**config.mk**
```make
export PLATFORM = sky130hd
export DESIGN_NAME = pulse_swallow_trim
export DESIGN_NICKNAME = d
export VERILOG_FILES = /design/src/rtl/ptrim_pkg.sv /design/src/rtl/ptrim_gate.sv /design/src/rtl/ptrim_chain.sv /design/src/rtl/pulse_swallow_trim.sv
export SDC_FILE = /design/constraint.sdc
export NUM_CORES = 1
export LEC_CHECK = 0
export BUFFER_PORTS_ARGS = -buffer_cell sky130_fd_sc_hd__buf_2
export CAP_MARGIN = 30
export CORE_MARGIN = 2
export CORE_UTILIZATION = 50
export CTS_BUF_LIST = sky130_fd_sc_hd__clkbuf_16
export DETAILED_ROUTE_END_ITERATION = 8
export PLACE_DENSITY_LB_ADDON = 0.3
export SETUP_SLACK_MARGIN = 0.1
export SLEW_MARGIN = 5
export SYNTH_ARGS = -nofsm -noshare
export SYNTH_HDL_FRONTEND = slang
export SYNTH_SLANG_ARGS = --single-unit
```
**constraint.sdc**
```tcl
create_clock -name clk_i -period 2.28 [get_ports clk_i]
set_clock_uncertainty 0.2 [all_clocks]
set_input_delay 0.228 -clock clk_i [delete_from_list [all_inputs] [get_ports clk_i]]
set_output_delay 0.228 -clock clk_i [all_outputs]
set_load 0.03 [all_outputs]
```
**src/rtl/ptrim_pkg.sv**
```systemverilog
package ptrim_pkg;

    typedef enum logic [1:0] {
        ST_ARM     = 2'd0,
        ST_INHIBIT = 2'd1,
        ST_PASS    = 2'd2
    } trim_state_e;

endpackage

```
**src/rtl/ptrim_gate.sv**
```systemverilog
module ptrim_gate
    import ptrim_pkg::*;
#(
    parameter int TRIM_W = 7
) (
    input  logic              clk_i,
    input  logic              rst_i,
    input  logic              ref_pulse_i,
    input  logic [TRIM_W-1:0] trim_word_i,
    input  logic              chain_full_i,
    output logic              pass_en_o
);

    localparam logic [TRIM_W-1:0] ONE = TRIM_W'(1);

    trim_state_e       state_q, state_d;
    logic [TRIM_W-1:0] inh_cnt_q, inh_cnt_d;
    logic [TRIM_W-1:0] trim_q, trim_d;

    // next-state logic
    always_comb begin
        state_d   = state_q;
        inh_cnt_d = inh_cnt_q;
        trim_d    = trim_q;
        unique case (state_q)
            ST_ARM: begin
                if (ref_pulse_i) begin
                    trim_d = trim_word_i;
                    if (trim_word_i == '0) begin
                        inh_cnt_d = '0;
                        state_d   = ST_PASS;
                    end else begin
                        inh_cnt_d = ONE;
                        state_d   = (trim_word_i == ONE) ? ST_PASS : ST_INHIBIT;
                    end
                end
            end
            ST_INHIBIT: begin
                if (ref_pulse_i) begin
                    inh_cnt_d = inh_cnt_q + ONE;
                    if (inh_cnt_q + ONE == trim_q) begin
                        state_d = ST_PASS;
                    end
                end
            end
            ST_PASS: begin
                if (ref_pulse_i && chain_full_i) begin
                    inh_cnt_d = '0;
                    state_d   = ST_ARM;
                end
            end
            default: begin
                inh_cnt_d = '0;
                state_d   = ST_ARM;
            end
        endcase
    end

    // state register
    always_ff @(posedge clk_i) begin
        if (rst_i) begin
            state_q   <= ST_ARM;
            inh_cnt_q <= '0;
            trim_q    <= '0;
        end else begin
            state_q   <= state_d;
            inh_cnt_q <= inh_cnt_d;
            trim_q    <= trim_d;
        end
    end

    // outputs
    always_comb begin
        pass_en_o = 1'b0;
        unique case (state_q)
            ST_ARM:     pass_en_o = ref_pulse_i && (trim_word_i == '0);
            ST_INHIBIT: pass_en_o = 1'b0;
            ST_PASS:    pass_en_o = ref_pulse_i;
            default:    pass_en_o = 1'b0;
        endcase
    end

    // swallow counter never exceeds the captured word
    a_r3_inh_bound: assert property (@(posedge clk_i) disable iff (rst_i)
        (state_q != ST_ARM) |-> (inh_cnt_q <= trim_q));

    // captured word only changes when leaving ARM
    a_r4_trim_hold: assert property (@(posedge clk_i) disable iff (rst_i)
        (state_q != ST_ARM) |=> $stable(trim_q));

endmodule

```
**src/rtl/ptrim_chain.sv**
```systemverilog
module ptrim_chain #(
    parameter int CHAIN_W = 20,
    parameter int SEC_W   = 15
) (
    input  logic               clk_i,
    input  logic               rst_i,
    input  logic               step_i,
    output logic [CHAIN_W-1:0] count_o,
    output logic               full_o,
    output logic               tick_o,
    output logic               wrap_o
);

    logic [CHAIN_W-1:0] stage_q;
    logic [CHAIN_W:0]   carry;
    logic               tick_q, wrap_q;

    assign carry[0] = step_i;

    for (genvar g = 0; g < CHAIN_W; g++) begin : g_stage
        always_ff @(posedge clk_i) begin
            if (rst_i) begin
                stage_q[g] <= 1'b0;
            end else if (carry[g]) begin
                stage_q[g] <= ~stage_q[g];
            end
        end
        assign carry[g+1] = carry[g] & stage_q[g];
    end

    always_ff @(posedge clk_i) begin
        if (rst_i) begin
            tick_q <= 1'b0;
            wrap_q <= 1'b0;
        end else begin
            tick_q <= carry[SEC_W];
            wrap_q <= carry[CHAIN_W];
        end
    end

    assign count_o = stage_q;
    assign full_o  = &stage_q;
    assign tick_o  = tick_q;
    assign wrap_o  = wrap_q;

    // seconds tick coincides with a zeroed lower field
    a_r7_tick_align: assert property (@(posedge clk_i) disable iff (rst_i)
        tick_o |-> (stage_q[SEC_W-1:0] == '0));

    // cycle wrap coincides with a zeroed chain
    a_r8_wrap_zero: assert property (@(posedge clk_i) disable iff (rst_i)
        wrap_o |-> (stage_q == '0));

endmodule

```
**src/rtl/pulse_swallow_trim.sv**
```systemverilog
module pulse_swallow_trim #(
    parameter int CHAIN_W = 20,
    parameter int SEC_W   = 15,
    parameter int TRIM_W  = 7
) (
    input  logic               clk_i,
    input  logic               rst_i,
    input  logic               ref_pulse_i,
    input  logic [TRIM_W-1:0]  trim_word_i,
    output logic               pass_o,
    output logic [CHAIN_W-1:0] count_o,
    output logic               sec_tick_o,
    output logic               cyc_wrap_o
);

    logic pass_en;
    logic chain_full;
    logic pass_q;

    ptrim_gate #(.TRIM_W(TRIM_W)) u_gate (
        .clk_i        (clk_i),
        .rst_i        (rst_i),
        .ref_pulse_i  (ref_pulse_i),
        .trim_word_i  (trim_word_i),
        .chain_full_i (chain_full),
        .pass_en_o    (pass_en)
    );

    ptrim_chain #(.CHAIN_W(CHAIN_W), .SEC_W(SEC_W)) u_chain (
        .clk_i   (clk_i),
        .rst_i   (rst_i),
        .step_i  (pass_en),
        .count_o (count_o),
        .full_o  (chain_full),
        .tick_o  (sec_tick_o),
        .wrap_o  (cyc_wrap_o)
    );

    always_ff @(posedge clk_i) begin
        if (rst_i) begin
            pass_q <= 1'b0;
        end else begin
            pass_q <= pass_en;
        end
    end

    assign pass_o = pass_q;

    // forwarded pulse steps the count by one
    a_r1_count_step: assert property (@(posedge clk_i) disable iff (rst_i)
        pass_en |=> (count_o == CHAIN_W'($past(count_o) + 1'b1)));

    // swallowed pulse freezes the count
    a_r2_inhibit_holds: assert property (@(posedge clk_i) disable iff (rst_i)
        (ref_pulse_i && !pass_en) |=> ($stable(count_o) && !pass_o));

    // idle cycle changes nothing
    a_r10_idle: assert property (@(posedge clk_i) disable iff (rst_i)
        !ref_pulse_i |=> (!pass_o && $stable(count_o)));

endmodule

```
==> qor.txt <==
Psw -> 0.0003523 W
endpoint type of the worst setup path -> register
Comb power frac -> 8.6%
GPL Wtd Cong -> 0.8940
gr usage total -> 21.09%
met3 GRT Util -> 5.000%
Ports -> 33
asr flop ratio synth -> 0%
internal power -> 0.001146 W
Die Ht -> 67.77 um
ant diodes -> 0
CTS Buf Count -> 5
status -> finished with violations
Routed Wire Length -> 4.607 mm
largest net degree at the start of global routing -> 27
hold endpoint -> u_gate.trim_q[5]$_SDFFE_PP0P_
Pleak -> 0.9515 nW
remaining antenna violation count -> 0
Peak supply drop -> 448.4 uV
Setup Viol. Count Final -> 0
synthesized flop and latch total -> 39
DIE AREA -> 0.004593 mm2
Skew-Pair Late Insertion Delay -> 280 ps
Max Cap Viol -> 0
startpoint types -> register
vias in the first global route -> 1648
DR vias/cell -> 5.624
Placement Cell Area -> 0.002340 mm2
via count -> 1912
Synth Instances -> 245
top cells by instance count after synthesis -> dfxtp_1 (39), nor2_1 (28), nand2_1 (21)
Post-CTS Setup Inserts -> 0
WP data arrival -> 2080 ps
failing checks -> negative hold slack
Starting Density -> 51.57%
Longest Clk Path Bufs -> 2
register area share after synthesis -> 38.40%
Rel. slew slack -> 67.45%
critical path type -> register to register
Netlist Area Pre-Place -> 0.002033 mm2
Synth area leaders -> dfxtp_1 (38%), xnor2_1 (6.9%), nor2_1 (5.2%), a21oi_1 (4.7%), nand2_1 (3.9%)
Clock power frac -> 44.2%
first-pass GRT wire length -> 7.320 mm
Least-Margin Pin Slew -> 488.3 ps
sequential power share -> 47.2%
CTS tree -> built
DP Cell Count -> 331
nets -> 300
PD cells -> 598.3 mW/mm2
initial antenna violation count -> 0
fraction of final layout cells sized beyond drive strength 1 -> 22.76%
Syn Nets -> 256
RSZ-0062 raised after global routing -> yes
post-route minimum period -> 2112 ps
M2 GR Usage -> 33.70%
mean area per synthesized cell -> 8.299 um2
Hold/Removal Path Class -> input port to register
H-tree levels -> 2
total clock sinks -> 39
clock root buffer -> clkbuf_16
EDFF count, synth -> 0
Netlist cell types -> 52
final hold violation count -> 1
row count -> 23
RR Endpoint -> u_gate.state_q[0]$_SDFFE_PP0P_
final std cells w/o fill -> 340
layer with the highest usage -> met2
Iter 0 DRT Violations -> 113
count of pins over their slew limit -> 0
critical path peak fanout -> 7
Pwr Total -> 0.001498 W
Yosys top cell area share -> 38.40%
Horiz. Die Dim -> 67.77 um
WP data required -> 2250 ps
count leader, synth -> dfxtp_1
Synth Warn # -> 0
IO buf count -> 32
part of the cycle the worst path needs -> 92.64%
final instance area -> 0.002504 mm2
HP Start -> trim_word_i[5]
Highest Clock Rate -> 0.4734 GHz
GRT overflow -> 0
routed length per instance -> 13.55 um
setup slack, reg-to-reg -> 170 ps
Reg2Reg Depth -> 6
cell taking the most area after synthesis -> dfxtp_1
hold path depth -> 3
Top FF cell, synth -> dfxtp_1
worst r2r src -> u_gate.inh_cnt_q[1]$_SDFFE_PP0P_
area added between synthesis and finish -> 23.14%
1st-pass router iterations -> 4
met1 Track Usage GR -> 27.75%
CTS clock-pin slew for the worst setup and hold paths -> 60 ps
core box area -> 0.003943 mm2
DRC -> 0
Final HPWL DP -> 3.151 mm
sw frac -> 23.52%
Fin Hold WS -> -1.794 ps
-- metal layers --
metal,up-vias,wire length [um]
met5,-,0
met3,7,168
li1,975,-
met4,0,44
met1,893,2271
met2,37,2121
-- registers in the layout, indices dropped and copies added, names as in the netlist --
register	count
u_gate.state_q	2
u_chain.wrap_o	1
u_gate.trim_q	7
u_chain.count_o	20
u_chain.tick_o	1
pass_o	1
u_gate.inh_cnt_q	7
-- power groups by stage --
| stage | sequential, W | combinational, W | clock (W) |
|---|---|---|---|
| 2_1_floorplan | 0.000722 | 0.0000732 | 0 |
| 3_3_place_gp | 0.000722 | 0.000123 | 0 |
| 3_5_place_dp | 0.000722 | 0.000124 | 0 |
| 4_1_cts | 0.000707 | 0.000126 | 0.000673 |
| 5_1_grt | 0.000708 | 0.000142 | 0.000699 |
| 6_report | 0.000707 | 0.000129 | 0.000661 |
-- metrics by stage --
step | setup TNS, ps | util (%) | worst slack [ps]
global route | 0 | 63.50 | 64.87
global placement | 0 | 59.35 | 12.06
finish | 0 | 63.50 | 167.7
detailed placement | -106.6 | 59.35 | -35.86
floorplan | 0 | - | 118.9
CTS | 0 | 63.15 | 152.4
-- critical path, stage by stage, from the launching register on --
cell and delay [ps]:
dfxtp_1 360, ha_1 280, and3b_1 190, or3_1 350, a31oi_2 190, nor2b_1 70, a2111oi_0 360
-- logic make-up after synthesis --
group | count (synthesis) | share of synthesized area (%)
and+or+nand+nor | 109 | 30.22
AOI/OAI and AO/OA | 55 | 16.92
DFF | 39 | 38.40
xor gates and xnor gates | 22 | 9.477
buffers and inverters | 18 | 3.877
muxes | 1 | 0.4923
adders and majority gates | 1 | 0.6153
-- area by class of cell --
class | instances | area (um2)
Fill cell | 340 | 1439
Timing Repair Buffer | 51 | 317.8
Clock buffer | 5 | 125.1
Tap cell | 50 | 62.56
Inverter | 4 | 15.01
Multi-Input combinational cell | 188 | 1187
Sequential cell | 39 | 780.7
Clock inverter | 3 | 15.01
-- cell usage in the layout, fill, tap and decap left out, types with 3 or more instances in the layout --
cell type,n
nor4_1,7
clkbuf_16,5
clkinv_1,3
dfxtp_1,39
o21ai_1,4
nor2b_1,3
nor2_1,28
o21ai_0,12
nand2_1,21
nor3_1,7
buf_2,32
buf_4,17
a21oi_1,19
xnor2_1,16
or3_1,6
a21boi_0,3
nand3_1,10
nand4_1,6
xor2_1,6
-- worst max-delay path by stage --
stage | startpoint | to | depth (start not counted)
finish | u_gate.inh_cnt_q[1]$_SDFFE_PP0P_ | u_gate.state_q[0]$_SDFFE_PP0P_ | 6
CTS | u_gate.inh_cnt_q[1]$_SDFFE_PP0P_ | u_gate.state_q[0]$_SDFFE_PP0P_ | 6
detailed placement | trim_word_i[2] | u_chain.count_o[4]$_SDFFE_PP0N_ | 7
floorplan | trim_word_i[2] | u_chain.count_o[17]$_SDFFE_PP0N_ | 7
global route | u_gate.inh_cnt_q[1]$_SDFFE_PP0P_ | u_gate.state_q[0]$_SDFFE_PP0P_ | 6
global placement | trim_word_i[2] | u_chain.count_o[7]$_SDFFE_PP0N_ | 7
-- what timing repair did --
item	CTS	global route
endpoints found under the setup margin	0	4
hold endpoints to repair	1	0
resized for setup	0	2
hold buffers	1	0
(Power assumes the default switching activity.)
